### config.mk
export PLATFORM = sky130hd
export DESIGN_NAME = scramble_wrap
export DESIGN_NICKNAME = d
export VERILOG_FILES = /design/src/rtl/scramble_pkg.sv /design/src/rtl/pad_lfsr.sv /design/src/rtl/pad_store.sv /design/src/rtl/scramble_wrap.sv
export SDC_FILE = /design/constraint.sdc
export NUM_CORES = 1
export LEC_CHECK = 0
export ABC_AREA = 1
export BUFFER_PORTS_ARGS = -buffer_cell sky130_fd_sc_hd__buf_2
export CAP_MARGIN = 5
export CORE_UTILIZATION = 56
export CTS_BUF_LIST = sky130_fd_sc_hd__clkbuf_8
export CTS_CLUSTER_SIZE = 8
export DETAILED_ROUTE_END_ITERATION = 8
export PLACE_DENSITY_LB_ADDON = 0.12
export SKIP_CTS_REPAIR_TIMING = 1
export SLEW_MARGIN = 30
export SYNTH_ARGS = -nofsm -noshare
export SYNTH_HDL_FRONTEND = slang
export SYNTH_SLANG_ARGS = --single-unit
### constraint.sdc
create_clock -name clk -period 2.09 [get_ports clk]
set_input_delay 0.209 -clock clk [delete_from_list [all_inputs] [get_ports clk]]
set_output_delay 0.209 -clock clk [all_outputs]
set_load 0.02 [all_outputs]
### src/rtl/scramble_pkg.sv
package scramble_pkg;
  parameter int unsigned DEF_DATA_W = 32;
  parameter int unsigned DEF_ADDR_W = 4;
  parameter logic [31:0] DEF_POLY   = 32'h8020_0003;
endpackage

### src/rtl/pad_lfsr.sv
module pad_lfsr #(
  parameter int unsigned          WIDTH = 32,
  parameter logic [WIDTH-1:0]     POLY  = 32'h8020_0003
) (
  input  logic             clk,
  input  logic             rst,
  input  logic [WIDTH-1:0] seed,
  input  logic             advance,
  output logic [WIDTH-1:0] pad
);
  localparam logic [WIDTH-1:0] ONE = WIDTH'(1);

  logic [WIDTH-1:0] state_q;
  logic [WIDTH-1:0] state_nx;

  // Galois step; POLY has its top bit set, so a nonzero state stays nonzero
  always_comb begin
    state_nx = state_q >> 1;
    if (state_q[0]) state_nx = state_nx ^ POLY;
  end

  always_ff @(posedge clk) begin
    if (rst)          state_q <= (seed == '0) ? ONE : seed;
    else if (advance) state_q <= state_nx;
  end

  assign pad = state_q;
endmodule

### src/rtl/pad_store.sv
module pad_store #(
  parameter int unsigned WIDTH  = 32,
  parameter int unsigned ADDR_W = 4
) (
  input  logic              clk,
  input  logic              we,
  input  logic [ADDR_W-1:0] waddr,
  input  logic [WIDTH-1:0]  wdata,
  input  logic              re,
  input  logic [ADDR_W-1:0] raddr,
  output logic [WIDTH-1:0]  rdata
);
  localparam int unsigned DEPTH = 1 << ADDR_W;

  logic [WIDTH-1:0] mem [DEPTH];

  // read-first single clock RAM, same ordering the wrapped unit must follow
  always_ff @(posedge clk) begin
    if (we) mem[waddr] <= wdata;
    if (re) rdata <= mem[raddr];
  end
endmodule

### src/rtl/scramble_wrap.sv
module scramble_wrap
  import scramble_pkg::*;
#(
  parameter int unsigned       DATA_W   = DEF_DATA_W,
  parameter int unsigned       ADDR_W   = DEF_ADDR_W,
  parameter logic [DATA_W-1:0] PAD_POLY = DEF_POLY
) (
  input  logic              clk,
  input  logic              rst,
  input  logic [DATA_W-1:0] seed,
  input  logic              wr_valid,
  input  logic [ADDR_W-1:0] wr_addr,
  input  logic [DATA_W-1:0] wr_data,
  input  logic              rd_req,
  input  logic [ADDR_W-1:0] rd_addr,
  output logic              rd_valid,
  output logic [DATA_W-1:0] rd_data,
  output logic              unit_wr_en,
  output logic [ADDR_W-1:0] unit_wr_addr,
  output logic [DATA_W-1:0] unit_wr_data,
  output logic              unit_rd_en,
  output logic [ADDR_W-1:0] unit_rd_addr,
  input  logic [DATA_W-1:0] unit_rd_data
);
  logic [DATA_W-1:0] pad_q;
  logic [DATA_W-1:0] pad_rd;
  logic              rd_pend_q;
  logic              rd_valid_q;
  logic [DATA_W-1:0] rd_data_q;

  pad_lfsr #(.WIDTH(DATA_W), .POLY(PAD_POLY)) u_gen (
    .clk    (clk),
    .rst    (rst),
    .seed   (seed),
    .advance(wr_valid),
    .pad    (pad_q)
  );

  pad_store #(.WIDTH(DATA_W), .ADDR_W(ADDR_W)) u_pads (
    .clk  (clk),
    .we   (wr_valid),
    .waddr(wr_addr),
    .wdata(pad_q),
    .re   (rd_req),
    .raddr(rd_addr),
    .rdata(pad_rd)
  );

  // write path: pad register feeds a single XOR level
  assign unit_wr_en   = wr_valid;
  assign unit_wr_addr = wr_addr;
  assign unit_wr_data = wr_data ^ pad_q;
  assign unit_rd_en   = rd_req;
  assign unit_rd_addr = rd_addr;

  always_ff @(posedge clk) begin
    if (rst) begin
      rd_pend_q  <= 1'b0;
      rd_valid_q <= 1'b0;
    end else begin
      rd_pend_q  <= rd_req;
      rd_valid_q <= rd_pend_q;
    end
  end

  always_ff @(posedge clk) begin
    if (rd_pend_q) rd_data_q <= unit_rd_data ^ pad_rd;
  end

  assign rd_valid = rd_valid_q;
  assign rd_data  = rd_data_q;
endmodule

# [Word level (Yosys, flattened, before mapping)]
# Memory sizes are Yosys's and may differ from the RTL's. A register that Yosys moved wholly into a read port is not among the register bits.
# Index checks and enable logic that the tools add are counted.
[word_totals] regBits=66 elab_cells=16 mem_count=1 ram_bits=512 input_bits=108 out_inout_bits=75
[memory_table] memory="u_pads.mem" depth=16 word_bits=32 rd=1 rd_ports_with_merged_regs=1 wr=1 line_no="pad_store.sv:15" rtl="logic [WIDTH-1:0] mem [DEPTH];"
[op_classes] n_bitwise=3 reduce_logical=2 muxes=6
[op_table] cell="2-to-1 mux 32 bit" n=4
[op_table] cell="XOR 32 bit" n=2
[op_table] cell="zero test 32 bit" n=1
[op_table] cell="inverter 3 -> 4 bit" n=1
[op_table] cell="2-to-1 mux 1 bit" n=2
[op_table] cell="nonzero test 2 bit" n=1

# [Longest topological paths before layout]
[depth] word_depth=4 depth_mapped=10 mapped_depth_nobuf=7

# [Modules after synthesis]
# A second synthesis with hierarchy kept.
[unflattened] cells_unflattened=2658 area_unflattened_um2=26872.0
[by_module_without_submodules] mod="pad_store" seq_area_each_um2=16335.7 instances=1 area_each_um2=23050.9 cells_each=2120
[by_module_without_submodules] mod="scramble_wrap" seq_area_each_um2=1001.0 instances=1 area_each_um2=2292.2 cells_each=368
[by_module_without_submodules] mod="pad_lfsr" seq_area_each_um2=960.9 instances=1 area_each_um2=1529.0 cells_each=170

# [Worst setup path after synthesis]
# Ideal clock, no wire load.
[synth_timing] path_kind="input port to flip-flop" startpoint="input port wr_addr[3]" endpoint="memory u_pads.mem[4][0] (enable)" setup_ns=0.421 path_slack_ns=-0.112 t_required_ns=1.669 t_arrival_ns=1.781 cell_stages=2 path_buffers=0 cell_sequence="nand3b_1 -> nor2_1"
[synth_lines] element="start: declaration" line_no="scramble_wrap.sv:12" rtl="input logic [ADDR_W-1:0] wr_addr,"
[synth_lines] element="end: declaration" line_no="pad_store.sv:15"
# Straight into the memory's write port.

# [Final worst setup path]
[layout_timing] startpoint="register u_gen.state_q[3] (netlist: u_gen.pad[3])" endpoint="output port unit_wr_data[3]"
[layout_via] elab_chain_cells=1
[layout_lines] element="start: declaration" line_no="pad_lfsr.sv:13" rtl="logic [WIDTH-1:0] state_q;"
[layout_lines] element="start signal: assignment" line_no="pad_lfsr.sv:23" rtl="if (rst) state_q <= (seed == '0) ? ONE : seed;"
[layout_lines] element="start signal: assignment" line_no="pad_lfsr.sv:24" rtl="else if (advance) state_q <= state_nx;"
[layout_lines] element="XOR 32 bit" line_no="scramble_wrap.sv:52" rtl="assign unit_wr_data = wr_data ^ pad_q;"
[layout_lines] element="end: declaration" line_no="scramble_wrap.sv:20" rtl="output logic [DATA_W-1:0] unit_wr_data,"
# Every way passes these cells.

==> results.py <==
metrics = {
    "run_status": {
        "status": "complete, no violations",
    },
    "synth": {
        "avgSynthCellArea_um2": 12.5,
        "synthesis.nets": 2096,
        "synth_cells": 1988,
        "ys_warn_count": 0,
        "synth_seq_cells": 610,
        "netlist_area_mm2": 0.0249,
        "ys_seq_area_share_pct": 73.6,
        "synth_cell_types": 22,
    },
    "clock_tree": {
        "cts_root_buffer": "clkbuf_8",
        "cts_sinks": 610,
        "cts_buffers": 96,
        "clk_latency_ns": 0.65,
        "clkSlewWorstSetupHoldPaths_ns": 0.06,
        "cts_tree": "built",
        "htree_num_levels": 3,
        "cts.path.max_buffers": 3,
    },
    "worst_setup_path": {
        "cp_top_family": "flip-flops",
        "crit_chain": "xor2_1, buf_2",
        "critPathMaxFanout": 18,
        "crit_type": "flip-flop to primary output",
        "max_stage_delay_ns": 0.76,
        "critPathBufInv": 1,
        "crit_required_ns": 1.88,
        "cp-end-kind": "primary output",
        "critPathSlowestCell": "edfxtp_1",
        "crit_path_start_kind": "flip-flop",
        "critPathArrivalTime_ns": 1.79,
    },
    "sta": {
        "fin_crit_sh_pct": 95.6,
        "maxSlewViolCount": 0,
        "layout_min_cycle_time_ns": 2.00,
        "fin_skew_ns": 0.0150,
        "rsz0062_at_grt": "no",
        "hold_slack_ns": 0.0591,
        "final.setup.tns_ns": 0,
        "finalSetupViolCount": 0,
        "worst_pin_slew_ns": 0.649,
        "fmax_mhz": 501,
        "hold_viol": 0,
        "slew_headroom_pct": 56.7,
    },
    "route": {
        "drt-initial-drc-count": 1484,
        "vias_per_cell": 5.43,
        "ant_nets": 0,
        "totalWireLength_um": 57700,
        "drc": 0,
        "vias": 16000,
        "wl_per_cell_um": 19.5,
        "dr.pass1.iters": 6,
    },
    "pwr": {
        "power.share.combinational_pct": 9.0,
        "powerDensity_mw_per_mm2": 866,
        "p_clk_share_pct": 34.7,
        "p_sw_mw": 6.08,
        "leakage_nw": 11.1,
        "sw_frac_of_total_pct": 24.0,
        "power_frac_seq_pct": 56.3,
        "vdd_drop_max_mv": 0.545,
        "internal-power_mw": 19.2,
    },
    "placement": {
        "io_buffers": 182,
        "place_congestion": 0.769,
        "place_area_mm2": 0.0268,
        "dp_cells": 2700,
        "hpwlAfterDp_um": 31400,
    },
    "global_route": {
        "grt_max_degree": 85,
        "grt_usage_pct": 25.4,
        "grt.overflow.total": 0,
        "grt_pass1_wl_um": 85400,
        "grt_pass1_vias": 14800,
        "antenna_found_initial": 0,
    },
    "die": {
        "dieWidth_um": 213,
        "num_rows": 76,
        "coreArea_mm2": 0.0435,
        "ios": 183,
        "die-area_mm2": 0.0452,
        "initial_core_util_pct": 57.2,
        "die_h_um": 213,
    },
    "finish": {
        "postLayoutCellArea_mm2": 0.0292,
        "instances_no_fill": 2953,
        "antenna_cells": 0,
        "final_cell_mix": "edfxtp_1, nand2_1, nor2_1",
        "fin_nets": 2408,
        "syn2layout_area_growth_pct": 17.6,
        "drive_above_1_share_pct": 16.9,
        "final_common_cell": "edfxtp_1",
    },
    "worst_hold_path": {
        "hp-class": "primary input to flip-flop",
    },
    "flow_run": {
        "maxCapViolations": 0,
    },
}
==> registers in the layout (all words and copies together), names as in the netlist <==
register,count
rd_data,32
rd_valid,1
rd_pend_q,1
u_pads.rdata,32
u_pads.mem,512
u_gen.pad,32
==> worst min-delay path, delay by kind of cell <==
kind	cells	cell delay [ns]
buffers and inverters	3	0.38
AND/OR/NAND/NOR	1	0.03
==> final cells by class <==
cell class	count	area [um2]
Timing Repair Buffer	336	2610
Fill cell	3209	14200
Clock buffer	101	1390
Clock inverter	65	254
Multi-Input combinational cell	1153	5550
Tap cell	585	732
Inverter	103	397
Sequential cell	610	18300
==> layer usage <==
layer | wire length [um] | GRT usage (%) | part of all wire [%] | vias to the layer above
met1 | 25500 | 37.3 | 44 | 7731
met3 | 4390 | 3.99 | 7.6 | 75
li1 | - | - | - | 7580
met2 | 27000 | 39.6 | 47 | 645
met4 | 823 | 7.39 | 1.4 | 0
met5 | 0 | 0 | 0 | -
==> cells by family (layout without fill, tap and decap cells) <==
logic type	after synthesis	after routing	synth area share, %
DFF	610	610	73.6
and+or+nand+nor	860	860	14.0
xor gates and xnor gates	67	67	2.36
AOI/OAI and AO/OA	226	226	5.49
buffers and inverters	225	605	4.52
==> stage by stage <==
step / setup slack (ns) / utilization, % / power, mW
floorplan: -0.112 / - / 15.7
global placement: 0.454 / 61.6 / 16.6
detailed placement: 0.438 / 61.6 / 16.6
CTS: -0.0536 / 65.4 / 25.3
global route: 0.000838 / 67.3 / 26.2
finish: 0.0923 / 67.3 / 25.3
==> Yosys cell counts <==
library cell	count	share of area, %
nand3_1	193	3.9
xor2_1	65	2.3
xnor2_1	2	0.070
nand2_1	359	5.4
edfxtp_1	608	73
inv_4	1	0.025
buf_4	28	0.85
clkbuf_1	23	0.35
inv_6	1	0.035
o21ai_1	85	1.7
o211ai_1	93	2.8
buf_2	42	0.85
o21ai_0	48	0.97
buf_6	15	0.68
buf_1	14	0.21
nor2_1	303	4.6
nand3b_1	1	0.030
inv_2	1	0.015
or2_2	1	0.025
dfxtp_1	2	0.16
inv_1	100	1.5
nor2_2	3	0.076
==> final timing paths <==
kind | from | end | slack, ns | depth (start not counted)
worst max-delay path | u_gen.pad[3] | unit_wr_data[3] | 0.09 | 2
worst min-delay path | rd_req | rd_pend_q | 0.06 | 4
worst max register to register | u_gen.pad[1] | u_gen.pad[0] | 0.80 | 3
worst min register to register | u_pads.rdata[0] | rd_data[0] | 0.56 | 1
==> power by group through the flow <==
stage	logic [mW]	clock network, mW	registers, mW
finish	2.27	8.78	14.3
CTS	2.00	8.96	14.4
detailed placement	2.00	0	14.6
global route	2.48	9.48	14.3
global placement	1.96	0	14.6
floorplan	1.13	0	14.6
(Power assumes the default switching activity.)
